$ cat config.mk
export PLATFORM = sky130hd
export DESIGN_NAME = fetch_stall_ctrl
export DESIGN_NICKNAME = d
export VERILOG_FILES = /design/src/rtl/fsc_pkg.sv /design/src/rtl/fsc_ctrl.sv /design/src/rtl/fsc_dpath.sv /design/src/rtl/fetch_stall_ctrl.sv
export SDC_FILE = /design/constraint.sdc
export NUM_CORES = 1
export LEC_CHECK = 0
export ABC_AREA = 1
export BUFFER_PORTS_ARGS = -buffer_cell sky130_fd_sc_hd__buf_2
export CORE_MARGIN = 3
export CORE_UTILIZATION = 45
export DETAILED_ROUTE_END_ITERATION = 10
export PLACE_DENSITY = 0.87
export SYNTH_ARGS = -nofsm -noshare
export SYNTH_HDL_FRONTEND = slang
export SYNTH_SLANG_ARGS = --single-unit
$ cat constraint.sdc
create_clock -name clk -period 1.4 [get_ports clk]
set_input_delay 0.07 -clock clk [delete_from_list [all_inputs] [get_ports clk]]
set_output_delay 0.07 -clock clk [all_outputs]
set_load 0.03 [all_outputs]
$ cat src/rtl/fsc_pkg.sv
`timescale 1ns/1ps
package fsc_pkg;
  // stall lengths per bus situation (cycles of low ready, even alignment)
  localparam int unsigned READ_STALL      = 4;
  localparam int unsigned WRITE_STALL     = 3;
  localparam int unsigned DBL_FIRST_STALL = 4;
  localparam int unsigned DMA_STALL       = 2;
  localparam int unsigned DMA_PENULT_STALL = 1;
  localparam int unsigned DMA_FINAL_STALL = 3;
  localparam int unsigned MAX_STALL       = 5;
  localparam int unsigned CNT_W           = $clog2(MAX_STALL + 1);

  typedef struct packed {
    logic loadAddr;
    logic capture;
  } dpStrobe_t;
endpackage

$ cat src/rtl/fsc_ctrl.sv
`timescale 1ns/1ps
module fsc_ctrl
  import fsc_pkg::*;
(
  input  logic      clk,
  input  logic      rstN,
  input  logic      fetchReq,
  input  logic      cpuWrite,
  input  logic      cpuDblFirst,
  input  logic      cpuDblSecond,
  input  logic      dmaActive,
  input  logic      dmaTrigger,
  input  logic      dmaSecondLast,
  input  logic      dmaLast,
  input  logic      cycleEven,
  output logic      rdy,
  output logic      busDrive,
  output logic      fetchDone,
  output dpStrobe_t strobe
);
  logic [CNT_W-1:0] stallCnt;
  logic [CNT_W-1:0] baseLen;
  logic [CNT_W-1:0] totalLen;
  logic             accept;

  // case selection, highest priority first
  always_comb begin
    if (dmaLast)                       baseLen = CNT_W'(DMA_FINAL_STALL);
    else if (dmaSecondLast)            baseLen = CNT_W'(DMA_PENULT_STALL);
    else if (dmaActive || dmaTrigger)  baseLen = CNT_W'(DMA_STALL);
    else if (cpuDblFirst)              baseLen = CNT_W'(DBL_FIRST_STALL);
    else if (cpuWrite || cpuDblSecond) baseLen = CNT_W'(WRITE_STALL);
    else                               baseLen = CNT_W'(READ_STALL);
    totalLen = baseLen + (cycleEven ? CNT_W'(0) : CNT_W'(1));
  end

  assign accept          = fetchReq && (stallCnt == '0);
  assign rdy             = (stallCnt == '0);
  assign busDrive        = (stallCnt == CNT_W'(1));
  assign strobe.loadAddr = accept;
  assign strobe.capture  = busDrive;

  always_ff @(posedge clk) begin
    if (!rstN) begin
      stallCnt  <= '0;
      fetchDone <= 1'b0;
    end else begin
      fetchDone <= busDrive;
      if (accept)              stallCnt <= totalLen;
      else if (stallCnt != '0) stallCnt <= stallCnt - CNT_W'(1);
    end
  end

  // done is a single-cycle strobe
  p_done_pulse_r10: assert property (@(posedge clk) disable iff (!rstN)
    fetchDone |=> !fetchDone);
  // bus is only driven while the CPU is held
  p_drive_in_stall_r9: assert property (@(posedge clk) disable iff (!rstN)
    busDrive |-> !rdy);
  // drive cycle is the last stalled one, followed by done with ready high
  p_drive_then_done_r9: assert property (@(posedge clk) disable iff (!rstN)
    busDrive |=> (fetchDone && rdy));
  // a running stall only counts down, requests do not reload it
  p_stall_countdown_r11: assert property (@(posedge clk) disable iff (!rstN)
    (stallCnt != '0) |=> (stallCnt == $past(stallCnt) - CNT_W'(1)));
  // second-last DMA cycle on even parity drives the bus in the next cycle
  p_penult_one_r6: assert property (@(posedge clk) disable iff (!rstN)
    (accept && dmaSecondLast && !dmaLast && cycleEven) |=> busDrive);
endmodule

$ cat src/rtl/fsc_dpath.sv
`timescale 1ns/1ps
module fsc_dpath
  import fsc_pkg::*;
#(
  parameter int unsigned ADDR_W = 16,
  parameter int unsigned DATA_W = 8
) (
  input  logic              clk,
  input  logic              rstN,
  input  dpStrobe_t         strobe,
  input  logic [ADDR_W-1:0] fetchAddr,
  input  logic [DATA_W-1:0] busRdata,
  output logic [ADDR_W-1:0] busAddr,
  output logic [DATA_W-1:0] fetchData
);
  logic [ADDR_W-1:0] addrReg;

  always_ff @(posedge clk) begin
    if (!rstN) begin
      addrReg   <= '0;
      fetchData <= '0;
    end else begin
      if (strobe.loadAddr) addrReg   <= fetchAddr;
      if (strobe.capture)  fetchData <= busRdata;
    end
  end

  assign busAddr = strobe.capture ? addrReg : '0;

  // the latched address survives until the next accepted request
  p_addr_hold_r11: assert property (@(posedge clk) disable iff (!rstN)
    (!strobe.loadAddr && $past(rstN)) |=> $stable(addrReg));
  // the captured byte is what memory returned in the drive cycle
  p_capture_r10: assert property (@(posedge clk) disable iff (!rstN)
    strobe.capture |=> (fetchData == $past(busRdata)));
endmodule

$ cat src/rtl/fetch_stall_ctrl.sv
`timescale 1ns/1ps
module fetch_stall_ctrl
  import fsc_pkg::*;
#(
  parameter int unsigned ADDR_W = 16,
  parameter int unsigned DATA_W = 8
) (
  input  logic              clk,
  input  logic              rstN,
  input  logic              fetchReq,
  input  logic [ADDR_W-1:0] fetchAddr,
  input  logic              cpuWrite,
  input  logic              cpuDblFirst,
  input  logic              cpuDblSecond,
  input  logic              dmaActive,
  input  logic              dmaTrigger,
  input  logic              dmaSecondLast,
  input  logic              dmaLast,
  input  logic              cycleEven,
  input  logic [DATA_W-1:0] busRdata,
  output logic              rdy,
  output logic [ADDR_W-1:0] busAddr,
  output logic              busDrive,
  output logic              fetchDone,
  output logic [DATA_W-1:0] fetchData
);
  dpStrobe_t strobe;

  fsc_ctrl ctrl_i (
    .clk(clk), .rstN(rstN), .fetchReq(fetchReq),
    .cpuWrite(cpuWrite), .cpuDblFirst(cpuDblFirst), .cpuDblSecond(cpuDblSecond),
    .dmaActive(dmaActive), .dmaTrigger(dmaTrigger),
    .dmaSecondLast(dmaSecondLast), .dmaLast(dmaLast), .cycleEven(cycleEven),
    .rdy(rdy), .busDrive(busDrive), .fetchDone(fetchDone), .strobe(strobe)
  );

  fsc_dpath #(.ADDR_W(ADDR_W), .DATA_W(DATA_W)) dpath_i (
    .clk(clk), .rstN(rstN), .strobe(strobe), .fetchAddr(fetchAddr),
    .busRdata(busRdata), .busAddr(busAddr), .fetchData(fetchData)
  );
endmodule

* Word-level counts from Yosys, hierarchy flattened
Index checks and enable logic that the tools add are counted.
** Storage, ports and cells
- Input port bits :: 35
- Output and inout bits :: 27
- Flip-flop bits (word level) :: 28
** Cells by class
- Multiplexer cells :: 9
- Reduce and logical (&&, ||, !) cells :: 6
- Equal/unequal tests :: 1
- Add/sub/neg operators :: 2
** Operators by type and width (number)
- $mux W3 :: 7
- $mux W16 :: 1
- $add A3 B3 Y3 :: 1
- $eq A3 B1 Y1 const B :: 1
- $logic_not A3 Y1 :: 1
- $reduce_bool A3 Y1 :: 1
- $sub A3 B1 Y3 const B :: 1
- $logic_or A1 B1 Y1 :: 2
- $reduce_bool A2 Y1 :: 1
- $logic_and A1 B1 Y1 :: 1
- $mux W1 :: 1

* Longest topological paths before layout
Gate-level depths: netlist of run 1.
- Word-level depth :: 8
- Depth in mapped cells :: 12

* Cells and area by module
Synthesis of run 1 repeated with hierarchy kept, for this count alone.
** Second synthesis, totals
- Cells, all modules :: 237
- Area total of the unflattened synthesis :: 1483.9 um^2
** By module, submodules not included
- fsc_dpath :: cells each 184, seq. area each 480.5 um^2, area each 1122.3 um^2, times used 1
- fsc_ctrl :: cells each 53, seq. area each 80.1 um^2, area each 361.6 um^2, times used 1

* Worst setup path before layout of run 1
OpenSTA, ideal clock, no wires.
- Kind :: reg2reg
- Start point :: register ctrl_i.stallCnt[1]
- End point :: register dpath_i.fetchData[0]
- Setup slack :: 0.075 ns
- Stages on the path, launching flop included :: 7
- Arrival :: 1.208 ns
- Path buffers :: 0
- Path through :: dfxtp_1 > inv_1 > ha_1 > nand2_2 > clkinv_1 > nor2_1 > nor2_1
** Between the ends
- Cells in the longest elaborated chain, start to end :: 1
** RTL lines
- start, declared :: line fsc_ctrl.sv:21 : logic [CNT_W-1:0] stallCnt;
- start signal, assigned :: line fsc_ctrl.sv:49 : if (accept) stallCnt <= totalLen;
- start signal, assigned :: line fsc_ctrl.sv:50 : else if (stallCnt != '0) stallCnt <= stallCnt - CNT_W'(1);
- $eq A3 B1 Y1 :: line fsc_ctrl.sv:39 : assign busDrive = (stallCnt == CNT_W'(1));
- via busDrive :: line fetch_stall_ctrl.sv:23 : output logic busDrive,
- end signal, assigned :: line fsc_dpath.sv:24 : if (strobe.capture) fetchData <= busRdata;
- end, declared :: line fsc_dpath.sv:14 : output logic [DATA_W-1:0] fetchData
The timed path passes the listed nets, and every way through them passes these cells.
A chain may end at the register's enable or synchronous reset.

* Final worst setup path of run 1
- Start point :: register ctrl_i.stallCnt[1]
- End point :: output busAddr[13]
** Between the ends
- Cells in the longest elaborated chain, start to end :: 2
** RTL lines
- $eq A3 B1 Y1 :: line fsc_ctrl.sv:39
- $mux W16 :: line fsc_dpath.sv:28 : assign busAddr = strobe.capture ? addrReg : '0;
- end, declared :: line fetch_stall_ctrl.sv:22 : output logic [ADDR_W-1:0] busAddr,
No other way between the ends.

==> flow_metrics.env, run 1 <==
export IMPL_cts_tree="done"
export IMPL_async_flop_share=0
export IMPL_drcViolationCount=0
export IMPL_pwr_share_seq=0.312
export IMPL_drt_initial_drc_count=54
export IMPL_path_clk_slew_ps=140
export IMPL_wl_per_cell_um=12.5
export IMPL_cp_max_fo=8
export IMPL_fin_tns_setup_ps=-419
export IMPL_drv_slew=0
export IMPL_cp_required_ps=1330
export IMPL_clock_path_buffers=2
export IMPL_first_pass_iters=4
export IMPL_cp_top_family="buffers and inverters"
export IMPL_vias=1314
export IMPL_die_area_um2=3500
export IMPL_ys_types=27
export IMPL_p_sw_mw=1.81
export IMPL_viasPerCell=4.85
export IMPL_grt_usage=0.202
export IMPL_drive_gt1_frac=0.415
export IMPL_setup_viol=15
export IMPL_synth_top_cell_area_share=0.441
export IMPL_die_w_um=59.2
export IMPL_fmax_mhz=693
export IMPL_antenna_left=0
export IMPL_swShare=0.465
export IMPL_end_kind="output pin"
export IMPL_rsz0062_at_grt="yes"
export IMPL_die_h_um=59.2
export IMPL_grt_pass1_wl_mm=5.42
export IMPL_arrival_ps=1370
export IMPL_rows=18
export IMPL_combPwrFrac=0.607
export IMPL_fin_crit_sh=1.03
export IMPL_place_gp_congestion=0.823
export IMPL_cts_max_level=1
export IMPL_io_pins=62
export IMPL_p_leak_nw=0.903
export IMPL_grt_max_degree=34
export IMPL_yosysMostFrequentCell="nor2_1"
export IMPL_finalHoldViolations=0
export IMPL_synth_enable_flop_cells=0
export IMPL_worst_slew_pin_slew_ps=436
export IMPL_drt_wl_total_mm=3.38
export IMPL_violations="setup timing"
export IMPL_root_buffer="clkbuf_4"
export IMPL_finalClockSkew_ps=7.89
export IMPL_worst_path_buf_inv=3
export IMPL_numCtsBuffers=3
export IMPL_cts_num_sinks=28
export IMPL_yosysSeqAreaShare=0.441
export IMPL_port_buffers=61
export IMPL_grt_pass1_vias=1314
export IMPL_yosys_top_cells_area="dfxtp_1 44%, nor2_1 11%, inv_1 8.0%"
export IMPL_maxSlewHeadroom=0.709
export IMPL_avgSynthCellArea_um2=7.48
export IMPL_antenna_found_initial=0
export IMPL_synthToLayoutAreaGrowth_pct=57.3
export IMPL_clk_latency_ps=320
export IMPL_num_fill_cells=177
export IMPL_core_um2=2590
export IMPL_setup_ws_ps=-42.8
export IMPL_synth_top_cell_by_area="dfxtp_1"
export IMPL_netlist_instances=170
export IMPL_overflow=0
export IMPL_cap_violations=0
export IMPL_critPathSlowestCell="dfxtp_2"
export IMPL_hpwlAfterDp_mm=2.05
export IMPL_synth_nets=210
export IMPL_cpPeakStageDelay_ps=350
export IMPL_synth_area_um2=1270
export IMPL_netlist_top_cells_count="36 x nor2_1, 28 x dfxtp_1, 27 x inv_1"
export IMPL_start_kind="flop"
export IMPL_diodes=0
export IMPL_irDropWorstVdd_mv=1.48
export IMPL_synth_seq_cells=28
export IMPL_holdWs_ps=3.15
export IMPL_yosysWarnings=0
export IMPL_hold_class="input pin to flop"
export IMPL_start_util=0.491
export IMPL_ys_flop_type="dfxtp_1"
export IMPL_crit_chain="inv_2 -> ha_4 -> nand2_8 -> buf_12 -> nor2_4 -> buf_6"
export IMPL_p_clk_frac=0.081
export IMPL_status="finished, violations left"
export IMPL_internal_power_mw=2.08
export IMPL_pwr_density_cell_nw_per_um2=1950
export IMPL_min_period_ps=1440
export IMPL_fin_nets=283
export IMPL_path_class="flop to output pin"
flip-flops by register name, summed over array words and instances, names as in the netlist:
register and cells:
dpath_i.addrReg 16, dpath_i.fetchData 8, ctrl_i.stallCnt 3, ctrl_i.fetchDone 1
power by group through the flow:
| stage | Combinational (mW) | Clock, mW | Sequential [mW] |
|---|---|---|---|
| finish | 2.36 | 0.314 | 1.21 |
| floorplan | 1.13 | 0 | 1.39 |
| detailed placement | 1.68 | 0 | 1.20 |
| CTS | 2.28 | 0.327 | 1.20 |
| global placement | 1.64 | 0 | 1.19 |
| global route | 2.58 | 0.354 | 1.24 |
timing repair:
action / 4_1_cts / 5_1_grt
hold endpoints to repair: 6 / 0
resized for setup: 72 / 14
gates cloned: 1 / 0
endpoints found under the setup margin: 28 / 31
setup buffers: 4 / 0
pin swaps: 3 / 1
hold buffers: 6 / 0
cells by family after synthesis:
logic type      count (synthesis)  share of synthesized area
fa+ha+maj                       5                     0.0492
buf+inv                        37                      0.130
simple gates                   53                      0.184
flops                          28                      0.441
compound gates                 46                      0.189
xor+xnor                        1                    0.00689
layout make-up:
class | instances | area (µm²) | share of cell area
clock buffers | 3 | 22.5 | 0.0113
inverters | 30 | 124 | 0.0620
multi-input cells | 105 | 693 | 0.347
flip-flops and latches | 28 | 566 | 0.283
well taps | 30 | 37.5 | 0.0188
repair buffers | 75 | 557 | 0.278
path summary, 6_finish.rpt:
| path | from | to | slack (ps) | depth (start not counted) |
|---|---|---|---|---|
| setup / recovery | ctrl_i.stallCnt[1]$_SDFFE_PN0P_ | busAddr[13] | -40 | 6 |
| hold / removal | busRdata[4] | dpath_i.fetchData[4]$_SDFFE_PN0P_ | 3 | 3 |
| hold reg to reg | dpath_i.addrReg[9]$_SDFFE_PN0P_ | dpath_i.addrReg[9]$_SDFFE_PN0P_ | 480 | 2 |
| setup reg to reg | ctrl_i.stallCnt[1]$_SDFFE_PN0P_ | dpath_i.addrReg[11]$_SDFFE_PN0P_ | 60 | 8 |
metal layers:
layer / track usage / vias up / routed length, µm
li1: - / 680 / -
met1: 0.226 / 590 / 1320
met2: 0.383 / 38 / 1800
met3: 0.0327 / 6 / 185
met4: 0.0680 / 0 / 70
met5: 0 / - / 0
per-stage QoR:
stage / total power [mW] / instances / utilization / worst slack, ps / area (µm²)
floorplan: 2.52 / 170 / - / 74.7 / 1270
global placement: 2.83 / 257 / 0.613 / 91.5 / 1590
detailed placement: 2.88 / 257 / 0.613 / -7.07 / 1590
CTS: 3.81 / 271 / 0.759 / -31.6 / 1970
global route: 4.17 / 271 / 0.772 / -85.0 / 2000
finish: 3.89 / 271 / 0.772 / -42.8 / 2000
cells in the final DEF (no fill, tap or decap), types with 6 or more instances in the layout:
master / count
inv_1: 25
buf_4: 8
dlygate4sd3_1: 6
o21ai_0: 14
buf_2: 44
nor2_1: 22
o21ai_1: 11
nand2_1: 9
buf_6: 15
dfxtp_1: 26
a21oi_1: 16
nor2_4: 14
worst reg2reg max path: cells and delay by family, from the launching register on:
| family | cells | cell delay [ps] |
|---|---|---|
| AOI/OAI and AO/OA | 2 | 270 |
| adders and majority gates | 1 | 150 |
| buffers and inverters | 3 | 340 |
| DFF | 1 | 370 |
| and+or+nand+nor | 2 | 170 |
(Power assumes the default switching activity.)
==> inputs of run 2 (changes only) <==
CORE_UTILIZATION = 47   (was 45)
PLACE_DENSITY = 0.88   (was 0.87)
SYNTH_HIERARCHICAL = 1   (was unset)
==> flow_metrics.env, run 2 <==
export IMPL_wl_per_cell_um=11.3
export IMPL_ys_types=24
export IMPL_io_pins=62
export IMPL_fmax_mhz=642
export IMPL_top_layer_used="met4"
export IMPL_final_core_utilization=0.791
export IMPL_core_um2=2880
export IMPL_path_clk_slew_ps=150
export IMPL_fin_nets=353
export IMPL_violations="setup timing"
export IMPL_diodes=0
export IMPL_antenna_left=0
export IMPL_yosysWarnings=6
export IMPL_p_sw_mw=1.95
export IMPL_vias=1541
export IMPL_antenna_found_initial=0
export IMPL_synthAdderAreaFrac=0.0422
export IMPL_port_buffers=61
export IMPL_synthToLayoutAreaGrowth_pct=53.4
export IMPL_cap_violations=0
export IMPL_rsz0062_at_grt="yes"
export IMPL_arrival_ps=1490
export IMPL_num_fill_cells=193
export IMPL_grt_pass1_wl_mm=5.29
export IMPL_clk_latency_ps=330
export IMPL_clock_path_buffers=2
export IMPL_setup_viol=21
export IMPL_min_period_ps=1560
export IMPL_irDropWorstVdd_mv=1.24
export IMPL_seqCellArea_um2=566
export IMPL_overflow=0
export IMPL_setup_ws_ps=-158
export IMPL_synth_nets=277
export IMPL_synth_top_family_by_area="simple AND/OR/NAND/NOR gates"
export IMPL_drt_wl_total_mm=4.00
export IMPL_wl_met1_mm=1.56
export IMPL_fin_crit_sh=1.11
export IMPL_pwr_share_seq=0.286
export IMPL_path_class="flop to output pin"
export IMPL_place_gp_congestion=0.799
export IMPL_yosys_top_cells_area="dfxtp_1 38%, nand2_1 18%, inv_1 13%"
export IMPL_placed_area_um2=1830
export IMPL_synth_xor_area_frac=0.00590
export IMPL_drt_initial_drc_count=33
export IMPL_wl_met2_mm=2.18
export IMPL_first_pass_iters=4
export IMPL_grt_pass1_vias=1268
export IMPL_synthSimpleGateAreaFrac=0.355
export IMPL_cpPeakStageDelay_ps=360
export IMPL_async_flop_share=0
export IMPL_netlist_top_cells_count="73 x nand2_1, 52 x inv_1, 51 x nor2_1"
export IMPL_final_common_cell="nand2_1"
export IMPL_synth_area_um2=1480
export IMPL_largest_reg_flops=16
export IMPL_root_buffer="clkbuf_4"
export IMPL_drcViolationCount=0
export IMPL_top_regs="dpath_i/addrReg (16), dpath_i/fetchData (8), ctrl_i/stallCnt (3)"
export IMPL_layout_common_cells="51 x nand2_1, 44 x nor2_1, 43 x buf_2"
export IMPL_multi_input_area_um2=747
export IMPL_final_cell_area_um2=2280
export IMPL_rows=19
export IMPL_power_mw=4.58
export IMPL_cts_num_sinks=28
export IMPL_synth_area_mux_share=0
export IMPL_viasPerCell=4.35
export IMPL_finalClockSkew_ps=3.58
export IMPL_synth_top_cell_by_area="dfxtp_1"
export IMPL_hpwlAfterDp_mm=2.28
export IMPL_swShare=0.426
export IMPL_hold_class="input pin to flop"
export IMPL_worst_slew_pin_slew_ps=244
export IMPL_start_util=0.516
export IMPL_synth_enable_flop_cells=0
export IMPL_synth_seq_cells=28
export IMPL_grt_max_degree=33
export IMPL_cts_max_level=1
export IMPL_internal_power_mw=2.63
export IMPL_die_w_um=62.2
export IMPL_cts_tree="done"
export IMPL_drive_gt1_frac=0.449
export IMPL_finalHoldViolations=0
export IMPL_status="finished, violations left"
export IMPL_largest_register="dpath_i/addrReg"
export IMPL_die_h_um=62.2
export IMPL_synth_top_cell_area_share=0.378
export IMPL_crit_chain="inv_2 -> ha_4 -> inv_2 -> nor2_4 -> buf_8 -> nand2_2 -> inv_2 -> buf_6"
export IMPL_critPathSlowestCell="dfxtp_2"
export IMPL_maxSlewHeadroom=0.837
export IMPL_synth_compound_area_frac=0.0245
export IMPL_wl_met3_um=191
export IMPL_die_area_um2=3870
export IMPL_netlist_instances=237
export IMPL_ys_flop_type="dfxtp_1"
export IMPL_p_clk_frac=0.115
export IMPL_avgSynthCellArea_um2=6.26
export IMPL_p_leak_nw=1.30
export IMPL_cp_max_fo=8
export IMPL_pwr_density_cell_nw_per_um2=2010
export IMPL_cp_common_cell="inv_2"
export IMPL_numCtsBuffers=3
export IMPL_cp_required_ps=1330
export IMPL_combPwrFrac=0.599
export IMPL_grt_usage=0.166
export IMPL_yosysSeqAreaShare=0.378
export IMPL_drv_slew=0
export IMPL_yosysMostFrequentCell="nand2_1"
export IMPL_end_kind="output pin"
export IMPL_start_kind="flop"
run 2: cell count changes in the layout (fill, tap and decap cells not counted), sizes merged, moves of 2 or more:
cell and change:
o21ai -24, buf +9, nand2 +63, nor2 +16, inv +25, dlygate4sd3 -5
a21oi -16, clkbuf +2
run 2: what timing repair did:
action,4_1_cts,5_1_grt
setup endpoints to repair,18,35
hold buffers,1,0
gates resized for setup,54,33
buffers inserted,5,10
pin swaps,2,3
gates cloned,1,3
hold endpoints to repair,1,0
run 2: path summary, 6_finish.rpt:
kind	startpoint	to	slack, ps	cells past startpoint
setup / recovery	ctrl_i/stallCnt[1]$_SDFFE_PN0P_	busAddr[4]	-160	8
hold / removal	fetchAddr[3]	dpath_i/addrReg[3]$_SDFFE_PN0P_	10	5
setup reg to reg	ctrl_i/stallCnt[1]$_SDFFE_PN0P_	ctrl_i/stallCnt[1]$_SDFFE_PN0P_	-50	9
hold reg to reg	dpath_i/fetchData[1]$_SDFFE_PN0P_	dpath_i/fetchData[1]$_SDFFE_PN0P_	480	2
run 2: area by class of cell:
class,count,area share
multi-input combinational,145,0.328
timing repair buffer,81,0.287
sequential,28,0.248
inverter,54,0.0902
tap,42,0.0231
clock inverter,1,0.0132
clock buffer,3,0.00990
run 2: per-stage QoR:
step | setup slack (ps) | instances | TNS, ps | hold slack [ps]
floorplan | 22.9 | 237 | 0 | 168
global placement | 111 | 334 | 0 | 352
detailed placement | 66.0 | 334 | 0 | 360
CTS | -200 | 344 | -3120 | 0.755
global route | -244 | 354 | -4650 | 9.74
finish | -158 | 354 | -2200 | 13.9
run 2: logic make-up (layout without fill, tap and decap cells):
| family | after synthesis | in the layout |
|---|---|---|
| xor gates and xnor gates | 1 | 1 |
| AOI/OAI and AO/OA | 6 | 6 |
| buffers and inverters | 64 | 139 |
| and+or+nand+nor | 133 | 133 |
| DFF | 28 | 28 |
| adders and majority gates | 5 | 5 |
run 2: power groups by stage:
stage | Clock, mW | Combinational (mW) | Sequential, mW
6_report | 0.527 | 2.74 | 1.31
4_1_cts | 0.536 | 2.30 | 1.27
5_1_grt | 0.581 | 2.93 | 1.35
3_5_place_dp | 0 | 1.93 | 1.27
3_3_place_gp | 0 | 1.89 | 1.25
2_1_floorplan | 0 | 1.32 | 1.43
run 2: critical path: cells and delay by family, from the launching register on:
family	cells	cell delay, ps
adders and majority gates	1	120
DFF	1	360
and+or+nand+nor	2	200
buffers and inverters	5	460
run 2: per-layer routing:
layer | global-route usage | up-vias
met5 | 0 | -
met1 | 0.187 | 666
met3 | 0.0324 | 6
li1 | - | 818
met4 | 0.0580 | 0
met2 | 0.310 | 51
==> inputs of run 3 (changes only) <==
==> constraint.sdc (replaced) <==
create_clock -name clk -period 1.4 [get_ports clk]
set_input_delay 0.14 -clock clk [delete_from_list [all_inputs] [get_ports clk]]
set_output_delay 0.14 -clock clk [all_outputs]
set_load 0.03 [all_outputs]
==> flow_metrics.env, run 3 (synthesized netlist as in run 2, its figures left out) <==
export IMPL_setup_viol=42
export IMPL_largest_register="dpath_i/addrReg"
export IMPL_wl_met3_um=285
export IMPL_layout_common_cells="47 x nand2_1, 43 x buf_2, 39 x nor2_1"
export IMPL_cp_max_fo=7
export IMPL_final_common_cell="nand2_1"
export IMPL_first_pass_iters=4
export IMPL_cts_tree="done"
export IMPL_clk_latency_ps=330
export IMPL_rows=19
export IMPL_setup_ws_ps=-245
export IMPL_irDropWorstVdd_mv=1.35
export IMPL_grt_pass1_wl_mm=6.20
export IMPL_clock_path_buffers=2
export IMPL_drcViolationCount=0
export IMPL_fin_nets=353
export IMPL_hpwlAfterDp_mm=2.32
export IMPL_die_h_um=62.2
export IMPL_fin_crit_sh=1.17
export IMPL_grt_pass1_vias=1425
export IMPL_drv_slew=0
export IMPL_p_leak_nw=1.33
export IMPL_cpPeakStageDelay_ps=350
export IMPL_grt_max_degree=33
export IMPL_hold_class="input pin to flop"
export IMPL_cp_common_cell="inv_2"
export IMPL_cap_violations=0
export IMPL_core_um2=2880
export IMPL_critPathSlowestCell="dfxtp_2"
export IMPL_top_layer_used="met4"
export IMPL_cp_required_ps=1260
export IMPL_drt_wl_total_mm=4.62
export IMPL_die_area_um2=3870
export IMPL_cp_top_family="buffers and inverters"
export IMPL_antenna_found_initial=0
export IMPL_port_buffers=61
export IMPL_min_period_ps=1640
export IMPL_start_util=0.516
export IMPL_rsz0062_at_grt="yes"
export IMPL_dp_cells=335
export IMPL_num_fill_cells=163
export IMPL_final_core_utilization=0.813
export IMPL_wl_met1_mm=1.82
export IMPL_wl_per_cell_um=13.1
export IMPL_path_class="flop to output pin"
export IMPL_crit_chain="inv_2 -> ha_4 -> inv_2 -> nor2_4 -> buf_12 -> buf_12 -> nand2_2 -> inv_2 -> buf_6"
export IMPL_status="finished, violations left"
export IMPL_grt_usage=0.196
export IMPL_largest_reg_flops=16
export IMPL_viasPerCell=4.65
export IMPL_fmax_mhz=608
export IMPL_cts_num_sinks=28
export IMPL_overflow=0
export IMPL_drive_gt1_frac=0.484
export IMPL_path_clk_slew_ps=160
export IMPL_die_w_um=62.2
export IMPL_worst_path_buf_inv=6
export IMPL_maxSlewHeadroom=0.830
export IMPL_cts_max_level=1
export IMPL_violations="setup timing"
export IMPL_wl_met2_mm=2.40
export IMPL_finalClockSkew_ps=8.24
export IMPL_antenna_left=0
export IMPL_finalHoldViolations=0
export IMPL_io_pins=62
export IMPL_drt_initial_drc_count=77
export IMPL_place_gp_congestion=0.763
export IMPL_instances_no_fill=354
export IMPL_worst_slew_pin_slew_ps=255
export IMPL_numCtsBuffers=3
export IMPL_synthToLayoutAreaGrowth_pct=57.5
export IMPL_vias=1647
export IMPL_root_buffer="clkbuf_4"
export IMPL_start_kind="flop"
export IMPL_end_kind="output pin"
export IMPL_diodes=0
export IMPL_pwr_density_cell_nw_per_um2=2070
export IMPL_arrival_ps=1500
export IMPL_top_regs="dpath_i/addrReg (16), dpath_i/fetchData (8), ctrl_i/stallCnt (3)"
run 3: repair_timing:
action,in CTS,in global routing
gates resized for setup,64,30
buffers inserted,7,6
setup endpoints to repair,18,44
gates cloned,1,3
hold buffers,0,0
pin swaps,2,8
run 3: area by class of cell:
cell class / count / area (µm²) / share of cell area
clock buffer: 3 / 22.5 / 0.00964
clock inverter: 1 / 30.0 / 0.0128
inverter: 54 / 205 / 0.0878
multi-input combinational: 145 / 790 / 0.338
sequential: 28 / 566 / 0.242
tap: 42 / 52.6 / 0.0225
timing repair buffer: 81 / 672 / 0.287
run 3: worst paths after layout:
| kind | from | end | slack, ps | depth (start not counted) |
|---|---|---|---|---|
| min | fetchAddr[7] | dpath_i/addrReg[7]$_SDFFE_PN0P_ | 80 | 5 |
| max reg2reg | ctrl_i/stallCnt[1]$_SDFFE_PN0P_ | dpath_i/fetchData[3]$_SDFFE_PN0P_ | -80 | 10 |
| max | ctrl_i/stallCnt[1]$_SDFFE_PN0P_ | busAddr[3] | -240 | 9 |
| min reg2reg | dpath_i/fetchData[0]$_SDFFE_PN0P_ | dpath_i/fetchData[0]$_SDFFE_PN0P_ | 480 | 2 |
run 3: power breakdown:
group | leakage (nW) | internal [mW] | switching, mW
combinational | 1.07 | 1.34 | 1.65
clock | 0.0279 | 0.290 | 0.240
sequential | 0.232 | 1.09 | 0.239
run 3: metrics by stage:
| step | setup slack (ps) | cell area [µm²] | hold WS [ps] | total power [mW] | setup TNS, ps |
|---|---|---|---|---|---|
| after floorplan | -28.6 | 1490 | 238 | 2.76 | -286 |
| after global placement | 81.1 | 1840 | 423 | 3.14 | 0 |
| after detailed placement | 27.2 | 1840 | 429 | 3.22 | 0 |
| after CTS | -262 | 2180 | 76.1 | 4.33 | -4410 |
| after global routing | -326 | 2340 | 73.1 | 5.11 | -7360 |
| final | -245 | 2340 | 76.8 | 4.85 | -4200 |
run 3: per-layer routing:
metal  GRT usage  vias up
met4      0.0967        0
li1            -      820
met2       0.356       79
met3      0.0342       10
met1       0.220      738
met5           0        -
run 3: worst reg2reg max path, delay by kind of cell (launching register included):
kind,cells,cell delay [ps]
simple gates,3,260
flops,1,360
buf+inv,6,630
fa+ha+maj,1,140
